--- src/rtl/eth_rx_pkg.sv ---
// Shared constants, state type and CRC helpers for the receive deframer.
package eth_rx_pkg;
    localparam logic [3:0]  PRE_NIB       = 4'h5;
    localparam logic [3:0]  SFD_HI_NIB    = 4'hD;
    localparam logic [31:0] CRC_POLY_REFL = 32'hEDB88320;
    localparam logic [31:0] CRC_RESIDUE   = 32'hC704DD7B;

    typedef enum logic {ST_HUNT, ST_DATA} rx_state_e;

    // Advance a reflected CRC-32 register by one byte, LSB first.
    function automatic logic [31:0] crc_next_byte(input logic [31:0] c, input logic [7:0] d);
        logic [31:0] r;
        r = c;
        for (int i = 0; i < 8; i++) begin
            if (r[0] ^ d[i]) r = (r >> 1) ^ CRC_POLY_REFL;
            else             r = r >> 1;
        end
        return r;
    endfunction

    // Reverse bit order of a 32-bit word.
    function automatic logic [31:0] bit_rev32(input logic [31:0] v);
        logic [31:0] r;
        for (int i = 0; i < 32; i++) r[i] = v[31-i];
        return r;
    endfunction
endpackage

--- src/rtl/rx_nibble_align.sv ---
// Hunts for the start delimiter in the nibble stream and assembles bytes.
// Assumes one nibble per clock while rx_dv is high; low nibble arrives first.
// Emits registered one-cycle pulses: sof at the delimiter, byte_stb per byte,
// fr_end when rx_dv falls inside a frame (fr_align set on a half byte).
module rx_nibble_align
    import eth_rx_pkg::*;
(
    input  logic       clk,
    input  logic       rst_n,
    input  logic       rx_dv,
    input  logic [3:0] rx_nib,
    output logic       sof,
    output logic       byte_stb,
    output logic [7:0] byte_data,
    output logic       fr_end,
    output logic       fr_align
);
    rx_state_e  state;
    logic [3:0] prev_nib;
    logic [3:0] lo_nib;
    logic       half;

    // Delimiter search, byte packing and end-of-frame detection.
    always_ff @(posedge clk) begin
        if (!rst_n) begin
            state     <= ST_HUNT;
            prev_nib  <= 4'h0;
            lo_nib    <= 4'h0;
            half      <= 1'b0;
            sof       <= 1'b0;
            byte_stb  <= 1'b0;
            byte_data <= 8'h00;
            fr_end    <= 1'b0;
            fr_align  <= 1'b0;
        end else begin
            sof      <= 1'b0;
            byte_stb <= 1'b0;
            fr_end   <= 1'b0;
            if (!rx_dv) begin
                prev_nib <= 4'h0;
                if (state == ST_DATA) begin
                    fr_end   <= 1'b1;
                    fr_align <= half;
                end
                state <= ST_HUNT;
                half  <= 1'b0;
            end else begin
                case (state)
                    ST_HUNT: begin
                        prev_nib <= rx_nib;
                        if (prev_nib == PRE_NIB && rx_nib == SFD_HI_NIB) begin
                            state <= ST_DATA;
                            sof   <= 1'b1;
                            half  <= 1'b0;
                        end
                    end
                    default: begin
                        if (!half) begin
                            lo_nib <= rx_nib;
                            half   <= 1'b1;
                        end else begin
                            byte_data <= {rx_nib, lo_nib};
                            byte_stb  <= 1'b1;
                            half      <= 1'b0;
                        end
                    end
                endcase
            end
        end
    end
endmodule

--- src/rtl/rx_crc_check.sv ---
// Running CRC-32 over every assembled byte of a frame, FCS included.
// Assumes byte_stb never coincides with sof. crc_ok is valid once the
// last byte strobe has been absorbed.
module rx_crc_check
    import eth_rx_pkg::*;
(
    input  logic       clk,
    input  logic       rst_n,
    input  logic       sof,
    input  logic       byte_stb,
    input  logic [7:0] byte_data,
    output logic       crc_ok
);
    logic [31:0] crc_q;

    // Seed at the delimiter, advance per byte.
    always_ff @(posedge clk) begin
        if (!rst_n)        crc_q <= '1;
        else if (sof)      crc_q <= '1;
        else if (byte_stb) crc_q <= crc_next_byte(crc_q, byte_data);
    end

    // Compare residue against the fixed good-frame constant.
    always_comb crc_ok = (bit_rev32(crc_q) == CRC_RESIDUE);
endmodule

--- src/rtl/rx_stage_buf.sv ---
// Circular staging buffer. Bytes of the open frame are released only up to
// a limit pointer; the newest byte is always held back until the frame end
// so it can carry the last marker. A dropped frame rewinds the write pointer.
// Assumes DEPTH is a power of two and the inter-frame gap lets it drain.
module rx_stage_buf #(
    parameter int DEPTH = 128,
    localparam int AW   = $clog2(DEPTH)
) (
    input  logic       clk,
    input  logic       rst_n,
    input  logic       frm_sof,
    input  logic       wr_en,
    input  logic [7:0] wr_data,
    input  logic       hold_open,
    input  logic       end_keep,
    input  logic       end_drop,
    output logic       out_valid,
    output logic [7:0] out_data,
    output logic       out_last
);
    logic [7:0]    mem [DEPTH];
    logic [DEPTH-1:0] last_m;
    logic [AW-1:0] wr_p, rd_p, lim_p, fst_p;
    logic [AW-1:0] wr_prev;

    always_comb wr_prev = wr_p - AW'(1);

    // Byte storage, no reset needed.
    always_ff @(posedge clk) begin
        if (wr_en) mem[wr_p] <= wr_data;
    end

    // Pointer, release-limit and last-marker maintenance.
    always_ff @(posedge clk) begin
        if (!rst_n) begin
            wr_p   <= '0;
            rd_p   <= '0;
            lim_p  <= '0;
            fst_p  <= '0;
            last_m <= '0;
        end else begin
            if (frm_sof) fst_p <= wr_p;
            if (wr_en) begin
                last_m[wr_p] <= 1'b0;
                wr_p         <= wr_p + AW'(1);
            end
            if (end_drop) wr_p <= fst_p;
            if (end_keep) begin
                lim_p <= wr_p;
                if (wr_p != fst_p) last_m[wr_prev] <= 1'b1;
            end else if (hold_open && wr_p != fst_p) begin
                lim_p <= wr_prev;
            end
            if (out_valid) rd_p <= rd_p + AW'(1);
        end
    end

    // Head-of-buffer outputs.
    always_comb begin
        out_valid = (rd_p != lim_p);
        out_data  = mem[rd_p];
        out_last  = out_valid && last_m[rd_p];
    end
endmodule

--- src/rtl/eth_rx_deframer.sv ---
// Receive deframer top: delimiter hunt, byte assembly, CRC check, length-based
// pad removal and runt deletion in front of a staging buffer.
// Assumes configuration inputs are sampled at the delimiter and the output
// side always accepts one byte per cycle.
module eth_rx_deframer #(
    parameter int MIN_FRAME   = 64,
    parameter int HDR_BYTES   = 14,
    parameter int MIN_PAYLOAD = 46,
    parameter int STAGE_DEPTH = 128,
    parameter int CNT_W       = 12
) (
    input  logic       clk,
    input  logic       rst_n,
    input  logic       rx_dv,
    input  logic [3:0] rx_nib,
    input  logic       strip_en,
    input  logic       runt_accept,
    output logic       out_valid,
    output logic [7:0] out_data,
    output logic       out_last,
    output logic       eof_valid,
    output logic       eof_fcs_err,
    output logic       eof_align_err
);
    localparam logic [CNT_W-1:0] LEN_HI_IDX = CNT_W'(HDR_BYTES - 2);
    localparam logic [CNT_W-1:0] LEN_LO_IDX = CNT_W'(HDR_BYTES - 1);
    localparam logic [CNT_W-1:0] COMMIT_IDX = CNT_W'(MIN_FRAME - 1);

    logic       sof, byte_stb, fr_end, fr_align, crc_ok;
    logic [7:0] byte_data;

    logic [CNT_W-1:0] cnt;
    logic [7:0]       len_hi;
    logic [15:0]      len_val;
    logic             len_ok, strip_cfg, committed;
    logic             strip_act, deliver, wr_en, end_keep, end_drop;

    rx_nibble_align u_align (
        .clk(clk), .rst_n(rst_n), .rx_dv(rx_dv), .rx_nib(rx_nib),
        .sof(sof), .byte_stb(byte_stb), .byte_data(byte_data),
        .fr_end(fr_end), .fr_align(fr_align)
    );

    rx_crc_check u_crc (
        .clk(clk), .rst_n(rst_n), .sof(sof), .byte_stb(byte_stb),
        .byte_data(byte_data), .crc_ok(crc_ok)
    );

    // Pad-removal decision and delivery gating for the current byte.
    always_comb begin
        strip_act = strip_cfg && len_ok && (len_val < 16'(MIN_PAYLOAD));
        deliver   = !strip_act || (32'(cnt) < 32'(HDR_BYTES) + 32'(len_val));
        wr_en     = byte_stb && deliver;
        end_keep  = fr_end && committed;
        end_drop  = fr_end && !committed;
    end

    // Per-frame byte counting, length capture and commit tracking.
    always_ff @(posedge clk) begin
        if (!rst_n) begin
            cnt       <= '0;
            len_hi    <= 8'h00;
            len_val   <= 16'h0000;
            len_ok    <= 1'b0;
            strip_cfg <= 1'b0;
            committed <= 1'b0;
        end else if (sof) begin
            cnt       <= '0;
            len_ok    <= 1'b0;
            strip_cfg <= strip_en;
            committed <= runt_accept;
        end else begin
            if (byte_stb) begin
                if (cnt != '1) cnt <= cnt + CNT_W'(1);
                if (cnt == LEN_HI_IDX) len_hi <= byte_data;
                if (cnt == LEN_LO_IDX) begin
                    len_val <= {len_hi, byte_data};
                    len_ok  <= 1'b1;
                end
                if (cnt == COMMIT_IDX) committed <= 1'b1;
            end
            if (fr_end) committed <= 1'b0;
        end
    end

    // End-of-frame status for kept frames.
    always_ff @(posedge clk) begin
        if (!rst_n) begin
            eof_valid     <= 1'b0;
            eof_fcs_err   <= 1'b0;
            eof_align_err <= 1'b0;
        end else begin
            eof_valid     <= end_keep;
            eof_fcs_err   <= end_keep && !crc_ok;
            eof_align_err <= end_keep && fr_align;
        end
    end

    rx_stage_buf #(.DEPTH(STAGE_DEPTH)) u_stage (
        .clk(clk), .rst_n(rst_n), .frm_sof(sof), .wr_en(wr_en),
        .wr_data(byte_data), .hold_open(committed), .end_keep(end_keep),
        .end_drop(end_drop), .out_valid(out_valid), .out_data(out_data),
        .out_last(out_last)
    );
endmodule

--- config.mk ---
export PLATFORM = sky130hd
export DESIGN_NAME = eth_rx_deframer
export DESIGN_NICKNAME = d
export VERILOG_FILES = /design/src/rtl/eth_rx_pkg.sv /design/src/rtl/rx_nibble_align.sv /design/src/rtl/rx_crc_check.sv /design/src/rtl/rx_stage_buf.sv /design/src/rtl/eth_rx_deframer.sv
export SDC_FILE = /design/constraint.sdc
export NUM_CORES = 2
export LEC_CHECK = 0
export ABC_AREA = 1
export BUFFER_PORTS_ARGS = -buffer_cell sky130_fd_sc_hd__buf_2
export CAP_MARGIN = 40
export CORE_ASPECT_RATIO = 2
export CORE_UTILIZATION = 60
export CTS_CLUSTER_SIZE = 16
export DETAILED_ROUTE_END_ITERATION = 8
export PLACE_DENSITY = 0.73
export SLEW_MARGIN = 20
export SYNTH_ARGS = -nofsm -noshare
export SYNTH_HDL_FRONTEND = slang
export SYNTH_SLANG_ARGS = --single-unit
export TNS_END_PERCENT = 50
--- constraint.sdc ---
create_clock -name clk -period 4.99 [get_ports clk]
set_input_delay 0.499 -clock clk [delete_from_list [all_inputs] [get_ports clk]]
set_output_delay 0.499 -clock clk [all_outputs]
set_load 0.01 [all_outputs]
==> results.sh <==
export IMPL_status="complete, no violations"
export IMPL_postRouteAntennaNets=0
export IMPL_worst_clock_skew_ns=0.0231
export IMPL_gr_total_overflow=0
export IMPL_cts_htree_levels=3
export IMPL_synth_xor_area_share_pct=1.35
export IMPL_cts_path_max_buffers=3
export IMPL_leakage_nw=21.4
export IMPL_die_area_mm2=0.0917
export IMPL_synthArstFlopShare_pct=0
export IMPL_synth_top_family_by_area="simple AND/OR/NAND/NOR gates"
export IMPL_endpoint_kind="output port"
export IMPL_grt_start_max_net_pins=188
export IMPL_synth_largest_area_cell="edfxtp_1"
export IMPL_clkPwrFrac_pct=35.3
export IMPL_switching_share_pct=29.0
export IMPL_hp_class="primary input to register"
export IMPL_clk_latency_ns=0.73
export IMPL_routedWlPerCell_um=27.9
export IMPL_synth_fa_ha_area_share_pct=0.415
export IMPL_antenna_found_initial=0
export IMPL_reg2reg_depth=18
export IMPL_fmax_mhz=208
export IMPL_antenna_cells=0
export IMPL_layout_min_cycle_time_ns=4.81
export IMPL_drc=0
export IMPL_synth_compound_area_share_pct=12.2
export IMPL_avgViaCountPerCell=6.51
export IMPL_pwr_share_seq_pct=47.3
export IMPL_hold_viol_final=0
export IMPL_io_buffers=21
export IMPL_io_pins=22
export IMPL_maxCapViolations=0
export IMPL_multi_input_area_mm2=0.0159
export IMPL_cp_arrival_ns=4.31
export IMPL_grt_pass1_wl_um=258000
export IMPL_start_util_pct=60.7
export IMPL_worst_pin_slew_ns=1.04
export IMPL_grt_pass1_vias=40542
export IMPL_worst_slew_margin_rel_pct=30.9
export IMPL_setup_viol=0
export IMPL_fin_area_mm2=0.0594
export IMPL_critPathRequiredTime_ns=4.49
export IMPL_pwr_share_comb_pct=17.5
export IMPL_dp_hpwl_um=113000
export IMPL_syn_inst=5208
export IMPL_layout_drive_gt1_share_pct=7.05
export IMPL_crit_fanout=170
export IMPL_numCtsBuffers=104
export IMPL_firstDrtPassIters=7
export IMPL_tns_ns=0
export IMPL_synth_fp_nets=5235
export IMPL_grt_use_total_pct=38.9
export IMPL_vias=41505
export IMPL_synthSimpleGateAreaFrac_pct=15.3
export IMPL_grt_setup_unrepaired="false"
export IMPL_ys_warn_count=0
export IMPL_die_h_um=427
export IMPL_syn_avg_cell_area_um2=10.4
export IMPL_cts_setup_buffers=0
export IMPL_endpoint="out_data[2]"
export IMPL_routabilityCongestion=0.991
export IMPL_yosysTopAreaCellShare_pct=56.7
export IMPL_ys_ff_latch=1283
export IMPL_wirelength_um=178000
export IMPL_netlist_area_mm2=0.0542
export IMPL_regArea_mm2=0.0360
export IMPL_clk_pin_slew_ns=0.07
export IMPL_p_total_mw=24.2
export IMPL_synthTopCellsByCount="1,024 x edfxtp_1, 784 x nand2_1, 773 x nor2_1"
export IMPL_r2r_start="len_val[1]$_SDFFE_PN0P_"
export IMPL_critPathKind="register to output port"
export IMPL_area_delta_synth_final_pct=9.60
export IMPL_synth_flop_cell="edfxtp_1"
export IMPL_synth_area_mux_share_pct=0
export IMPL_peakVddDrop_mv=0.616
export IMPL_dpl_cell_area_mm2=0.0559
export IMPL_ys_seq_area_share_pct=66.3
export IMPL_tritoncts="built"
export IMPL_drtIter0Drc=5613
export IMPL_rows=155
export IMPL_p_int_mw=17.2
export IMPL_power_density_mw_per_mm2=408
export IMPL_synth_area_leaders="edfxtp_1 57%, dfxtp_1 9.6%, o21ai_0 6.1%"
export IMPL_core_mm2=0.0894
export IMPL_synth_edff_count=1024
export IMPL_nets=5133
export IMPL_r2r_end="u_stage.mem[58][5]$_DFFE_PP_"
export IMPL_switching_power_mw=7.03
export IMPL_fillCellCount=6660
export IMPL_drv_slew=0
export IMPL_r2r_setup_slack_ns=1.19
export IMPL_clock_tree_root_cell="clkbuf_16"
export IMPL_finalCritPeriodShare_pct=96.4
export IMPL_die_x_um=215
export IMPL_yosysMostFrequentCell="edfxtp_1"
export IMPL_cts_sinks=1283
export IMPL_startpoint_type="register"
export IMPL_synth_cell_types=48
## sequential cells by signal, summed over array words and instances, names as in the netlist, 4 cells and up, named ones only
| signal | count |
|---|---|
| u_stage.mem | 1024 |
| u_stage.last_m | 128 |
| u_crc.crc_q | 32 |
| len_val | 16 |
| cnt | 12 |
| len_hi | 8 |
| u_align.byte_data | 8 |
| u_stage.fst_p | 7 |
| u_stage.lim_p | 7 |
| u_stage.rd_p | 7 |
| u_stage.wr_p | 7 |
| u_align.lo_nib | 4 |
| u_align.prev_nib | 4 |
## worst min path at each step
stage                                   startpoint                              to  slack (ns)  depth (start not counted)
global placement    u_align.lo_nib[0]$_SDFFE_PN0P_  u_align.lo_nib[0]$_SDFFE_PN0P_        0.43                          2
global route                           runt_accept          committed$_SDFFE_PN0P_        0.03                          3
CTS                                    runt_accept          committed$_SDFFE_PN0P_       0.003                          3
finish                                 runt_accept          committed$_SDFFE_PN0P_        0.03                          3
floorplan           u_align.lo_nib[3]$_SDFFE_PN0P_  u_align.lo_nib[3]$_SDFFE_PN0P_        0.42                          2
detailed placement  u_align.lo_nib[3]$_SDFFE_PN0P_  u_align.lo_nib[3]$_SDFFE_PN0P_        0.44                          2
## cells by family after synthesis
family                     Yosys count
and+or+nand+nor                   2011
DFF                               1283
AOI/OAI and AO/OA                 1228
buffers and inverters              594
xor gates and xnor gates            74
adders and majority gates           18
## worst max-delay path, cell delays in order, from the launching register on
cell and delay [ns]:
dfxtp_4 0.73, buf_12 0.51, o21ai_0 0.48, o22ai_1 0.33, nand2_1 0.09, nand3_1 0.18
nand3_1 0.19, nand2_1 0.27, nand2_1 0.18, nand3_1 0.14, and2_1 0.16, buf_2 0.14
## what timing repair did
item / CTS / global route
hold buffers: 1 / 0
hold endpoints to repair: 1 / 0
endpoints found under the setup margin: 0 / 1
gates resized for setup: 0 / 2
## power groups by stage
stage | sequential, mW | clock, mW | combinational, mW
global placement | 11.7 | 0 | 3.97
global route | 11.5 | 8.92 | 4.53
finish | 11.5 | 8.55 | 4.23
floorplan | 11.6 | 0 | 2.84
CTS | 11.5 | 8.52 | 4.05
detailed placement | 11.7 | 0 | 4.04
## routing by layer
layer  global-route usage, %  wire length [µm]  vias to the layer above
li1                        -                 -                    18055
met1                    41.0             54000                    19691
met2                    66.0             87400                     2874
met3                    7.17             17600                      885
met4                    36.0             19000                        0
met5                       0                 0                        -
## layout by cell type, fill, tap and decap left out, types with 13 or more instances in the layout
cell	count
buf_12	23
clkbuf_1	19
buf_4	59
buf_2	24
clkinv_1	16
xor2_1	46
inv_1	242
nand4_1	17
ha_1	18
clkinv_2	20
dfxtp_1	244
buf_16	21
edfxtp_1	1024
clkbuf_16	106
xnor2_1	21
nand2_1	782
o21ai_0	656
a21oi_1	236
nor2_1	772
nand3_1	377
nor3_1	13
o211ai_1	28
o22ai_1	273
## through the flow
stage                     utilization (%)  setup WS [ns]  cells  hold slack (ns)
after global routing                 66.5         0.0761   6372           0.0344
after CTS                            66.4          0.276   6366          0.00324
after floorplan                         -           1.49   5208            0.420
after global placement               61.6           1.07   6137            0.432
final                                66.5          0.178   6372           0.0281
after detailed placement             62.5           1.05   6170            0.435
## cell type report
type | instances | share of cell area, %
Clock buffer | 136 | 4.82
Multi-Input combinational cell | 3331 | 26.7
Timing Repair Buffer | 128 | 2.71
Clock inverter | 59 | 1.04
Tap cell | 1177 | 2.48
Sequential cell | 1283 | 60.5
Inverter | 258 | 1.67
Power figures use the tool's default switching activity.
